--- src/rtl/srx_pkg.sv ---
package srx_pkg;
  localparam int DATA_W  = 8;
  localparam int OS_RATE = 16;
  localparam int MIN_LEN = DATA_W - 3;

  typedef enum logic [2:0] {
    ST_IDLE  = 3'd0,
    ST_START = 3'd1,
    ST_DATA  = 3'd2,
    ST_PAR   = 3'd3,
    ST_STOP  = 3'd4
  } rx_state_e;
endpackage

--- src/rtl/srx_rst_sync.sv ---
module srx_rst_sync #(
  parameter int STAGES = 2
) (
  input  logic clk,
  input  logic rst_n,
  output logic rst_sync_n
);
  logic [STAGES-1:0] chain_q;

  always_ff @(posedge clk or negedge rst_n) begin
    if (!rst_n) chain_q <= '0;
    else        chain_q <= {chain_q[STAGES-2:0], 1'b1};
  end

  assign rst_sync_n = chain_q[STAGES-1];
endmodule

--- src/rtl/srx_bit_sync.sv ---
module srx_bit_sync #(
  parameter int   STAGES  = 2,
  parameter logic RST_VAL = 1'b0
) (
  input  logic clk,
  input  logic rst_n,
  input  logic d,
  output logic q
);
  logic [STAGES-1:0] ff_q;

  generate
    for (genvar i = 0; i < STAGES; i++) begin : g_stage
      if (i == 0) begin : g_first
        always_ff @(posedge clk or negedge rst_n) begin
          if (!rst_n) ff_q[i] <= RST_VAL;
          else        ff_q[i] <= d;
        end
      end else begin : g_next
        always_ff @(posedge clk or negedge rst_n) begin
          if (!rst_n) ff_q[i] <= RST_VAL;
          else        ff_q[i] <= ff_q[i-1];
        end
      end
    end
  endgenerate

  assign q = ff_q[STAGES-1];
endmodule

--- src/rtl/srx_async_eng.sv ---
module srx_async_eng
  import srx_pkg::*;
#(
  parameter int W  = DATA_W,
  parameter int OS = OS_RATE
) (
  input  logic         clk,
  input  logic         rst_n,
  input  logic         en,
  input  logic         tick,
  input  logic         rxd_s,
  input  logic [1:0]   len_sel,
  input  logic         par_en,
  input  logic         par_odd,
  output logic         done,
  output logic [W-1:0] data,
  output logic         fe,
  output logic         pe
);
  localparam int CNT_W = $clog2(OS);
  localparam int BIT_W = $clog2(W);
  localparam logic [CNT_W-1:0] HALF = CNT_W'(OS/2 - 1);
  localparam logic [CNT_W-1:0] FULL = CNT_W'(OS - 1);

  rx_state_e        state_q, state_d;
  logic [CNT_W-1:0] cnt_q, cnt_d;
  logic [BIT_W-1:0] bit_q, bit_d;
  logic [W-1:0]     sh_q, sh_d;
  logic             acc_q, acc_d;
  logic             prev_q, prev_d;
  logic             done_q, done_d;
  logic             fe_q, fe_d;
  logic             pe_q, pe_d;
  logic [BIT_W-1:0] last_bit;

  assign last_bit = BIT_W'(MIN_LEN - 1) + BIT_W'(len_sel);

  always_comb begin
    state_d = state_q;
    cnt_d   = cnt_q;
    bit_d   = bit_q;
    sh_d    = sh_q;
    acc_d   = acc_q;
    prev_d  = prev_q;
    done_d  = 1'b0;
    fe_d    = fe_q;
    pe_d    = pe_q;
    if (!en) begin
      state_d = ST_IDLE;
      cnt_d   = '0;
      prev_d  = 1'b0;
    end else if (tick) begin
      unique case (state_q)
        ST_IDLE: begin
          prev_d = rxd_s;
          if (prev_q && !rxd_s) begin
            state_d = ST_START;
            cnt_d   = '0;
          end
        end
        ST_START: begin
          if (cnt_q == HALF) begin
            cnt_d = '0;
            if (!rxd_s) begin
              state_d = ST_DATA;
              bit_d   = '0;
              sh_d    = '1;
              acc_d   = 1'b0;
              pe_d    = 1'b0;
            end else begin
              state_d = ST_IDLE;
              prev_d  = rxd_s;
            end
          end else begin
            cnt_d = cnt_q + CNT_W'(1);
          end
        end
        ST_DATA: begin
          if (cnt_q == FULL) begin
            cnt_d       = '0;
            sh_d[bit_q] = rxd_s;
            acc_d       = acc_q ^ rxd_s;
            if (bit_q == last_bit) state_d = par_en ? ST_PAR : ST_STOP;
            else                   bit_d   = bit_q + BIT_W'(1);
          end else begin
            cnt_d = cnt_q + CNT_W'(1);
          end
        end
        ST_PAR: begin
          if (cnt_q == FULL) begin
            cnt_d   = '0;
            pe_d    = acc_q ^ rxd_s ^ par_odd;
            state_d = ST_STOP;
          end else begin
            cnt_d = cnt_q + CNT_W'(1);
          end
        end
        ST_STOP: begin
          if (cnt_q == FULL) begin
            cnt_d   = '0;
            fe_d    = !rxd_s;
            done_d  = 1'b1;
            prev_d  = rxd_s;
            state_d = ST_IDLE;
          end else begin
            cnt_d = cnt_q + CNT_W'(1);
          end
        end
        default: state_d = ST_IDLE;
      endcase
    end
  end

  always_ff @(posedge clk or negedge rst_n) begin
    if (!rst_n) begin
      state_q <= ST_IDLE;
      cnt_q   <= '0;
      bit_q   <= '0;
      sh_q    <= '1;
      acc_q   <= 1'b0;
      prev_q  <= 1'b0;
      done_q  <= 1'b0;
      fe_q    <= 1'b0;
      pe_q    <= 1'b0;
    end else begin
      state_q <= state_d;
      cnt_q   <= cnt_d;
      bit_q   <= bit_d;
      sh_q    <= sh_d;
      acc_q   <= acc_d;
      prev_q  <= prev_d;
      done_q  <= done_d;
      fe_q    <= fe_d;
      pe_q    <= pe_d;
    end
  end

  assign done = done_q;
  assign data = sh_q;
  assign fe   = fe_q;
  assign pe   = pe_q;

  AST_DISABLED_IDLE: assert property (@(posedge clk) disable iff (!rst_n)
    !en |=> (state_q == ST_IDLE) && !done_q);
  AST_GLITCH_REJECT: assert property (@(posedge clk) disable iff (!rst_n)
    (en && tick && state_q == ST_START && cnt_q == HALF && rxd_s) |=> state_q == ST_IDLE);
  AST_BIT_IN_RANGE: assert property (@(posedge clk) disable iff (!rst_n)
    (state_q == ST_DATA) |-> bit_q <= last_bit);
  AST_DONE_SINGLE: assert property (@(posedge clk) disable iff (!rst_n)
    done_q |=> !done_q);
endmodule

--- src/rtl/srx_sync_eng.sv ---
module srx_sync_eng
  import srx_pkg::*;
#(
  parameter int W = DATA_W
) (
  input  logic         clk,
  input  logic         rst_n,
  input  logic         en,
  input  logic         eclk_s,
  input  logic         rxd_s,
  output logic         done,
  output logic [W-1:0] data
);
  localparam int BIT_W = $clog2(W);
  localparam logic [BIT_W-1:0] LAST = BIT_W'(W - 1);

  logic             eprev_q;
  logic [BIT_W-1:0] bit_q, bit_d;
  logic [W-1:0]     sh_q, sh_d;
  logic             done_q, done_d;
  logic             rise;

  assign rise = eclk_s && !eprev_q;

  always_comb begin
    bit_d  = bit_q;
    sh_d   = sh_q;
    done_d = 1'b0;
    if (!en) begin
      bit_d = '0;
    end else if (rise) begin
      sh_d[bit_q] = rxd_s;
      if (bit_q == LAST) begin
        bit_d  = '0;
        done_d = 1'b1;
      end else begin
        bit_d = bit_q + BIT_W'(1);
      end
    end
  end

  always_ff @(posedge clk or negedge rst_n) begin
    if (!rst_n) begin
      eprev_q <= 1'b0;
      bit_q   <= '0;
      sh_q    <= '1;
      done_q  <= 1'b0;
    end else begin
      eprev_q <= eclk_s;
      bit_q   <= bit_d;
      sh_q    <= sh_d;
      done_q  <= done_d;
    end
  end

  assign done = done_q;
  assign data = sh_q;

  AST_SYNC_IDLE_OFF: assert property (@(posedge clk) disable iff (!rst_n)
    !en |=> !done_q && bit_q == '0);
  AST_SYNC_ON_EDGE: assert property (@(posedge clk) disable iff (!rst_n)
    done_q |-> $past(eclk_s) && !$past(eprev_q));
endmodule

--- src/rtl/srx_top.sv ---
module srx_top
  import srx_pkg::*;
#(
  parameter int W          = DATA_W,
  parameter int OS         = OS_RATE,
  parameter int SYNC_DEPTH = 2
) (
  input  logic         clk,
  input  logic         rst_n,
  input  logic         rx_en,
  input  logic         sync_mode,
  input  logic         os_tick,
  input  logic [1:0]   char_len,
  input  logic         par_en,
  input  logic         par_odd,
  input  logic         rxd,
  input  logic         ext_clk,
  input  logic         rd_strobe,
  output logic [W-1:0] rx_data,
  output logic         data_ready,
  output logic         frame_done,
  output logic         err_frame,
  output logic         err_parity,
  output logic         err_overrun
);
  logic         rst_s_n;
  logic         rxd_s, eclk_s;
  logic         a_done, a_fe, a_pe, s_done;
  logic [W-1:0] a_data, s_data;
  logic         eng_done, res_fe, res_pe;
  logic [W-1:0] res_data;

  logic [W-1:0] data_q, data_d;
  logic         rdy_q, rdy_d;
  logic         fd_q, fd_d;
  logic         fe_q, fe_d;
  logic         pe_q, pe_d;
  logic         ov_q, ov_d;
  logic         src_sync_q, src_sync_d;

  srx_rst_sync #(.STAGES(SYNC_DEPTH)) u_rst (
    .clk(clk), .rst_n(rst_n), .rst_sync_n(rst_s_n));

  srx_bit_sync #(.STAGES(SYNC_DEPTH), .RST_VAL(1'b1)) u_rxd_sync (
    .clk(clk), .rst_n(rst_s_n), .d(rxd), .q(rxd_s));

  srx_bit_sync #(.STAGES(SYNC_DEPTH), .RST_VAL(1'b0)) u_eclk_sync (
    .clk(clk), .rst_n(rst_s_n), .d(ext_clk), .q(eclk_s));

  srx_async_eng #(.W(W), .OS(OS)) u_async (
    .clk(clk), .rst_n(rst_s_n), .en(rx_en && !sync_mode), .tick(os_tick),
    .rxd_s(rxd_s), .len_sel(char_len), .par_en(par_en), .par_odd(par_odd),
    .done(a_done), .data(a_data), .fe(a_fe), .pe(a_pe));

  srx_sync_eng #(.W(W)) u_sync (
    .clk(clk), .rst_n(rst_s_n), .en(rx_en && sync_mode), .eclk_s(eclk_s),
    .rxd_s(rxd_s), .done(s_done), .data(s_data));

  assign eng_done = a_done || s_done;
  assign res_data = s_done ? s_data : a_data;
  assign res_fe   = s_done ? 1'b0 : a_fe;
  assign res_pe   = s_done ? 1'b0 : a_pe;

  always_comb begin
    data_d     = data_q;
    rdy_d      = rdy_q;
    fd_d       = eng_done;
    fe_d       = fe_q;
    pe_d       = pe_q;
    ov_d       = ov_q;
    src_sync_d = src_sync_q;
    if (eng_done) begin
      src_sync_d = s_done;
      fe_d       = res_fe;
      pe_d       = res_pe;
      ov_d       = rdy_q && !rd_strobe;
      if (!res_fe && !res_pe && !(rdy_q && !rd_strobe)) begin
        data_d = res_data;
        rdy_d  = 1'b1;
      end else begin
        rdy_d  = rdy_q && !rd_strobe;
      end
    end else if (rd_strobe) begin
      rdy_d = 1'b0;
    end
  end

  always_ff @(posedge clk or negedge rst_s_n) begin
    if (!rst_s_n) begin
      data_q     <= '1;
      rdy_q      <= 1'b0;
      fd_q       <= 1'b0;
      fe_q       <= 1'b0;
      pe_q       <= 1'b0;
      ov_q       <= 1'b0;
      src_sync_q <= 1'b0;
    end else begin
      data_q     <= data_d;
      rdy_q      <= rdy_d;
      fd_q       <= fd_d;
      fe_q       <= fe_d;
      pe_q       <= pe_d;
      ov_q       <= ov_d;
      src_sync_q <= src_sync_d;
    end
  end

  assign rx_data     = data_q;
  assign data_ready  = rdy_q;
  assign frame_done  = fd_q;
  assign err_frame   = fe_q;
  assign err_parity  = pe_q;
  assign err_overrun = ov_q;

  AST_CLEAN_LOADS: assert property (@(posedge clk) disable iff (!rst_s_n)
    (frame_done && !err_frame && !err_parity && !err_overrun) |-> data_ready);
  AST_ERR_KEEPS_DATA: assert property (@(posedge clk) disable iff (!rst_s_n)
    (frame_done && (err_frame || err_parity || err_overrun)) |-> $stable(rx_data));
  AST_OVERRUN_READY: assert property (@(posedge clk) disable iff (!rst_s_n)
    (frame_done && err_overrun) |-> data_ready);
  AST_READ_CLEARS: assert property (@(posedge clk) disable iff (!rst_s_n)
    (rd_strobe && !a_done && !s_done) |=> !data_ready);
  AST_SYNC_NO_FRAMING: assert property (@(posedge clk) disable iff (!rst_s_n)
    (frame_done && src_sync_q) |-> !err_frame && !err_parity);
  AST_DATA_ONLY_ON_DONE: assert property (@(posedge clk) disable iff (!rst_s_n)
    !frame_done |-> $stable(rx_data));
endmodule

--- config.mk ---
export PLATFORM = sky130hd
export DESIGN_NAME = srx_top
export DESIGN_NICKNAME = d
export VERILOG_FILES = /design/src/rtl/srx_pkg.sv /design/src/rtl/srx_rst_sync.sv /design/src/rtl/srx_bit_sync.sv /design/src/rtl/srx_async_eng.sv /design/src/rtl/srx_sync_eng.sv /design/src/rtl/srx_top.sv
export SDC_FILE = /design/constraint.sdc
export NUM_CORES = 1
export LEC_CHECK = 0
export BUFFER_PORTS_ARGS = -buffer_cell sky130_fd_sc_hd__buf_4
export CORE_ASPECT_RATIO = 0.6
export CORE_MARGIN = 3
export CORE_UTILIZATION = 35
export CTS_BUF_LIST = sky130_fd_sc_hd__clkbuf_16
export DETAILED_ROUTE_END_ITERATION = 10
export SYNTH_ARGS = -nofsm -noshare
export SYNTH_HDL_FRONTEND = slang
export SYNTH_SLANG_ARGS = --single-unit
--- constraint.sdc ---
create_clock -name clk -period 1.8 [get_ports clk]
set_input_delay 0.27 -clock clk [delete_from_list [all_inputs] [get_ports clk]]
set_output_delay 0.27 -clock clk [all_outputs]
set_load 0.05 [all_outputs]
==> impl_metrics.yaml, run 1 <==
outcome:
  status: "completed"
sta:
  setup-violations-final: 0
  hold_viol: 0
  clock.fmax_mhz: 570
  period_minus_slack_ns: 1.76
  finalMaxSlewViolations: 0
  holdWs_ns: 0.0894
  clock_skew_ns: 0.00452
  layout_setup_ws_ns: 0.0441
  period_share_pct: 97.6
  grt_setup_unrepaired: "yes"
route:
  post-route-drc-count: 0
  drt-pass1-iter-count: 4
  num_vias: 2180
  ant_nets: 0
  drt_iter0_markers: 204
  met2_length_mm: 2.35
  wl_met1_mm: 3.56
  wl_met3_microns: 325
  vias_per_cell: 5.07
  postRouteWirelength_mm: 6.27
  wire_per_inst_microns: 14.6
  top_layer: "met4"
die:
  initial_core_util_pct: 37.3
  ios: 25
  die_y_microns: 75.3
  die-width_microns: 122
  core_area_sq_mm: 0.00751
  rows: 24
  fp.dieArea_sq_mm: 0.00915
clocking:
  cts_buffers: 5
  htree_levels: 2
  cts.path.max_buffers: 2
  cts.sinks: 55
  cts_tree: "done"
  clk_pin_slew_worst_paths_ns: 0.07
  clock_latency_ns: 0.28
  clock-root-buffer: "clkbuf_16"
cells_and_area:
  final_common_cell: "buf_4"
  diodes: 0
  final_cell_mix: "49 x buf_4, 32 x nand2_1, 26 x dfrtp_1, 26 x dfstp_2, 21 x o21ai_0"
  finalNetCount: 341
  areaGrowthSynthToFinish_pct: 24.2
  drive_gt1_share_pct: 35.3
  final_util_pct: 46.3
  finalNonFillerCells: 430
synthesis:
  netlist-cell-type-count: 59
  synth_largest_area_cell: "dfrtp_1"
  netlist_instances: 283
  synthesis.nets: 299
  ys.flop_type: "dfrtp_1"
  synth_edf_count: 0
  synth_top_area_share_pct: 25.9
  yosys_warnings: 0
  synth-seq-cells: 55
  synth.avg_cell_area_sq_um: 9.90
  synthArstFlopShare_pct: 100
  synthTopCellsByArea: "dfrtp_1 26%, dfstp_2 24%, o21ai_0 4.3%, nand2_1 4.3%, a21oi_1 3.9%"
  synthesis.area_sq_mm: 0.00280
  seq_area_frac_synth_pct: 50.3
worst_setup_path:
  criticalPathCategory: "reg2reg"
  crit_arrival_ns: 1.96
  endpoint_kind: "flip-flop"
  crit_family: "simple AND/OR/NAND/NOR gates"
  worstPathMaxFanout: 6
  worst_path_max_delay_cell: "or4_4"
  cp-start-kind: "flip-flop"
  crit_path_max_incr_delay_ns: 0.57
  crit_chain: "ha_2, buf_6, nand3_4, or4_4, nor2_4, a31oi_1"
  crit_required_ns: 2.00
  worst-path-buf-inv: 1
power:
  ir_drop_mv: 0.546
  total_power_mw: 2.48
  cellLeakagePower_nw: 1.49
  p_per_area_mw_per_mm2: 713
global_routing:
  grt_antenna_before_repair: 0
  grt_max_degree: 54
  grt_pass1_wl_mm: 10.2
  track_usage_pct: 14.2
  grt-ovfl-total: 0
  grt_pass1_vias: 1963
min_path:
  hold_path_class: "in2reg"
placed_design:
  hpwl_mm: 4.54
  io_buffers: 24
  pre_cts_ws_ns: -0.167
  gp_congestion: 0.914
  dp_cells: 419
flow_run:
  cap_violations: 0
[power by group]
part,internal (mW),switching [mW]
Clock,0.596,0.436
Combinational,0.0685,0.0904
Sequential,1.27,0.0184
Total,1.94,0.544
[flip-flops by register name, summed over array words and instances, names as in the netlist, 2 cells and up]
signal / cells
u_async.state_q: 3
u_sync.data: 8
u_async.data: 8
u_async.cnt_q: 4
u_sync.bit_q: 3
u_async.bit_q: 3
rx_data: 8
u_rst.chain_q: 2
[cells in the mapped netlist (all sizes together), types with 2 or more instances]
| cell type | instances |
|---|---|
| o21ai | 25 |
| mux2 | 8 |
| clkbuf | 8 |
| a21o | 3 |
| buf | 9 |
| nand2b | 7 |
| o31ai | 2 |
| nor4 | 3 |
| or3 | 3 |
| and2 | 3 |
| nor3b | 3 |
| nor3 | 3 |
| mux2i | 11 |
| nand3 | 6 |
| ha | 4 |
| dfstp | 26 |
| or2 | 2 |
| xnor2 | 6 |
| inv | 9 |
| a31oi | 3 |
| nand2 | 32 |
| a21oi | 23 |
| dfrtp | 29 |
| nor2b | 5 |
| nand3b | 3 |
| nor2 | 21 |
| o211ai | 2 |
| nand4 | 2 |
[layout make-up]
type	instances	area [sq um]
clock buffer	6	150
inverter	9	33.8
clock inverter	2	11.3
sequential	55	1410
tap	104	130
fill	714	4030
timing repair buffer	52	409
multi-input combinational	202	1330
[repair_timing]
item / 4_1_cts / 5_1_grt
hold buffers: 1 / 0
endpoints found under the setup margin: 11 / 15
pin swaps: 1 / 5
hold endpoints to repair: 2 / 0
gates resized for setup: 3 / 13
buffers inserted: 0 / 2
[path summary, 6_finish.rpt]
kind	cells after the start	endpoint	from	slack, ns
max in group asynchronous	1	u_sync.data[5]	u_rst.chain_q[1]	1.24
worst min-delay path	1	u_rxd_sync.ff_q[0]	rxd	0.09
worst min register to register	1	u_eclk_sync.ff_q[0]	u_rst.chain_q[1]	0.26
min in group asynchronous	1	u_eclk_sync.ff_q[0]	u_rst.chain_q[1]	0.26
worst max register to register	6	u_async.data[3]	u_async.cnt_q[1]	0.04
worst max-delay path	6	u_async.data[3]	u_async.cnt_q[1]	0.04
[cell families after synthesis]
kind of cell / count (synthesis) / share of synthesized area (%)
AOI/OAI and AO/OA: 72 / 15.7
xor gates and xnor gates: 7 / 2.19
adders and majority gates: 4 / 1.79
buffers and inverters: 26 / 4.02
DFF: 55 / 50.3
muxes: 19 / 7.15
other: 1 / 0.134
and+or+nand+nor: 99 / 18.7
[metrics by stage]
step / instance area (sq um) / setup TNS [ns]
4_1_cts: 3420 / 0
3_3_place_gp: 3230 / -0.503
5_1_grt: 3480 / -0.0204
2_1_floorplan: 2800 / 0
3_5_place_dp: 3230 / -0.410
6_report: 3480 / 0
[metal layers]
metal	vias up	track usage, %
met5	-	0
met4	0	1.99
met3	2	2.60
met2	53	17.9
met1	1038	24.6
li1	1087	-
(Power assumes the default switching activity.)
==> inputs of run 2 (changes only) <==
Clock period 1.8 ns to 2.1 ns, I/O delays scaled along.
==> impl_metrics.yaml, run 2 (same netlist as run 1, synthesis figures left out) <==
clocking:
  cts.sinks: 55
  cts.path.max_buffers: 2
  cts_resized: 0
  cts_buffers: 5
  htree_levels: 2
  clock_latency_ns: 0.28
  postCtsSetupBuffers: 0
  clock-root-buffer: "clkbuf_16"
  clk_pin_slew_worst_paths_ns: 0.07
  cts_tree: "done"
  cts_hold_buf: 1
cells_and_area:
  finalNetCount: 328
  areaGrowthSynthToFinish_pct: 17.6
  drive_gt1_share_pct: 29.7
  final_common_cell: "buf_4"
  diodes: 0
  multi_input_area_sq_mm: 0.00128
  final_cell_mix: "38 x buf_4, 32 x nand2_1, 28 x dfrtp_1, 26 x dfstp_2, 24 x o21ai_0"
  fillers: 726
  finalNonFillerCells: 417
  seqCellArea_sq_mm: 0.00141
die:
  die_y_microns: 75.3
  rows: 24
  initial_core_util_pct: 37.3
  core_area_sq_mm: 0.00751
  ios: 25
  die-width_microns: 122
  fp.dieArea_sq_mm: 0.00915
worst_setup_path:
  cp-start-kind: "flip-flop"
  r2r_end: "u_async.data[7]"
  r2r_cells: 5
  worstPathMaxFanout: 6
  endpoint_kind: "flip-flop"
  crit_required_ns: 2.29
  r2r-start: "u_async.cnt_q[0]"
  criticalPathCategory: "reg2reg"
  reg2reg_slack_ns: 0.20
  crit_arrival_ns: 2.09
sta:
  setup-violations-final: 0
  grt_setup_unrepaired: "no"
  tns_ns: 0
  clock_skew_ns: 0.00411
  period_minus_slack_ns: 1.90
  hold_viol: 0
  period_share_pct: 90.5
  finalMaxSlewViolations: 0
  layout_setup_ws_ns: 0.200
  tightest_slew_ns: 0.584
  holdWs_ns: 0.133
  clock.fmax_mhz: 526
  slew_headroom_pct: 61.1
power:
  ir_drop_mv: 0.316
  p_per_area_mw_per_mm2: 616
  clockPowerShare_pct: 39.4
  swShare_pct: 22.2
  p_comb_share_pct: 5.6
  p_int_mw: 1.58
  cellLeakagePower_nw: 1.42
  p_switching_mw: 0.450
  sequentialPowerShare_pct: 55.1
route:
  drt_iter0_markers: 136
  num_vias: 2122
  post-route-drc-count: 0
  postRouteWirelength_mm: 6.15
  wire_per_inst_microns: 14.7
  vias_per_cell: 5.09
  drt-pass1-iter-count: 5
  ant_nets: 0
placed_design:
  pre_cts_ws_ns: 0.217
  hpwl_mm: 4.62
  dp_cells: 408
  gp_congestion: 0.818
  io_buffers: 24
global_routing:
  grt_max_degree: 26
  grt_antenna_before_repair: 0
  grt_pass1_vias: 1992
  grt_pass1_wl_mm: 10.2
  track_usage_pct: 14.2
  grt-ovfl-total: 0
min_path:
  hold_path_class: "in2reg"
  min_from: "ext_clk"
  hold_depth: 1
  whs_endpoint: "u_eclk_sync.ff_q[0]"
flow_run:
  cap_violations: 0
outcome:
  status: "completed"
==> run 2: changes by cell type in the layout (fill, tap and decap cells not counted), moves of 2 or more <==
cell     delta
o21ai_0     +3
dfrtp_1     +2
o21ai_1     -3
a21oi_1     +3
buf_4      -11
a21oi_2     -3
dfrtp_2     -2
==> run 2: layout make-up <==
type | instances | share of cell area, %
Clock buffer | 5 | 3.80
Inverter | 9 | 1.03
Tap cell | 104 | 3.95
Timing Repair Buffer | 39 | 8.96
Clock inverter | 3 | 0.608
Sequential cell | 55 | 42.8
Multi-Input combinational cell | 202 | 38.9
==> run 2: power by group through the flow <==
stage / combinational [mW] / clock (mW) / sequential, mW
finish: 0.113 / 0.799 / 1.12
global route: 0.125 / 0.881 / 1.12
floorplan: 0.0588 / 0 / 1.14
global placement: 0.111 / 0 / 1.14
CTS: 0.114 / 0.838 / 1.12
detailed placement: 0.112 / 0 / 1.14
==> run 2: critical path: stages, from the launching register on <==
cell and delay [ns]:
dfrtp_1 0.39, ha_1 0.25, nand3_1 0.26, or4_4 0.64, nor2_4 0.16, a31oi_1 0.10
==> run 2: per-stage QoR <==
step / power, mW / util [%] / area, sq um
after floorplan: 1.20 / - / 2800
after global placement: 1.25 / 41.8 / 3140
after detailed placement: 1.25 / 41.8 / 3140
after CTS: 2.07 / 43.9 / 3290
after global routing: 2.13 / 43.9 / 3290
final: 2.03 / 43.9 / 3290
==> run 2: worst max-delay path by stage <==
stage | endpoint | start | depth (start not counted) | slack [ns]
floorplan | u_async.cnt_q[2] | u_rxd_sync.q | 6 | 0.44
finish | u_async.data[7] | u_async.cnt_q[0] | 5 | 0.20
global placement | u_async.bit_q[2] | sync_mode | 6 | 0.21
detailed placement | u_async.bit_q[0] | u_async.cnt_q[0] | 6 | 0.22
global route | u_async.bit_q[0] | u_async.cnt_q[0] | 6 | 0.03
CTS | u_async.bit_q[0] | u_async.cnt_q[0] | 6 | 0.20
==> run 2: metal layers <==
metal	track usage [%]	wire length [microns]
met5	0	0
met4	2.98	35
met3	2.82	339
met2	19.5	2410
met1	22.8	3360
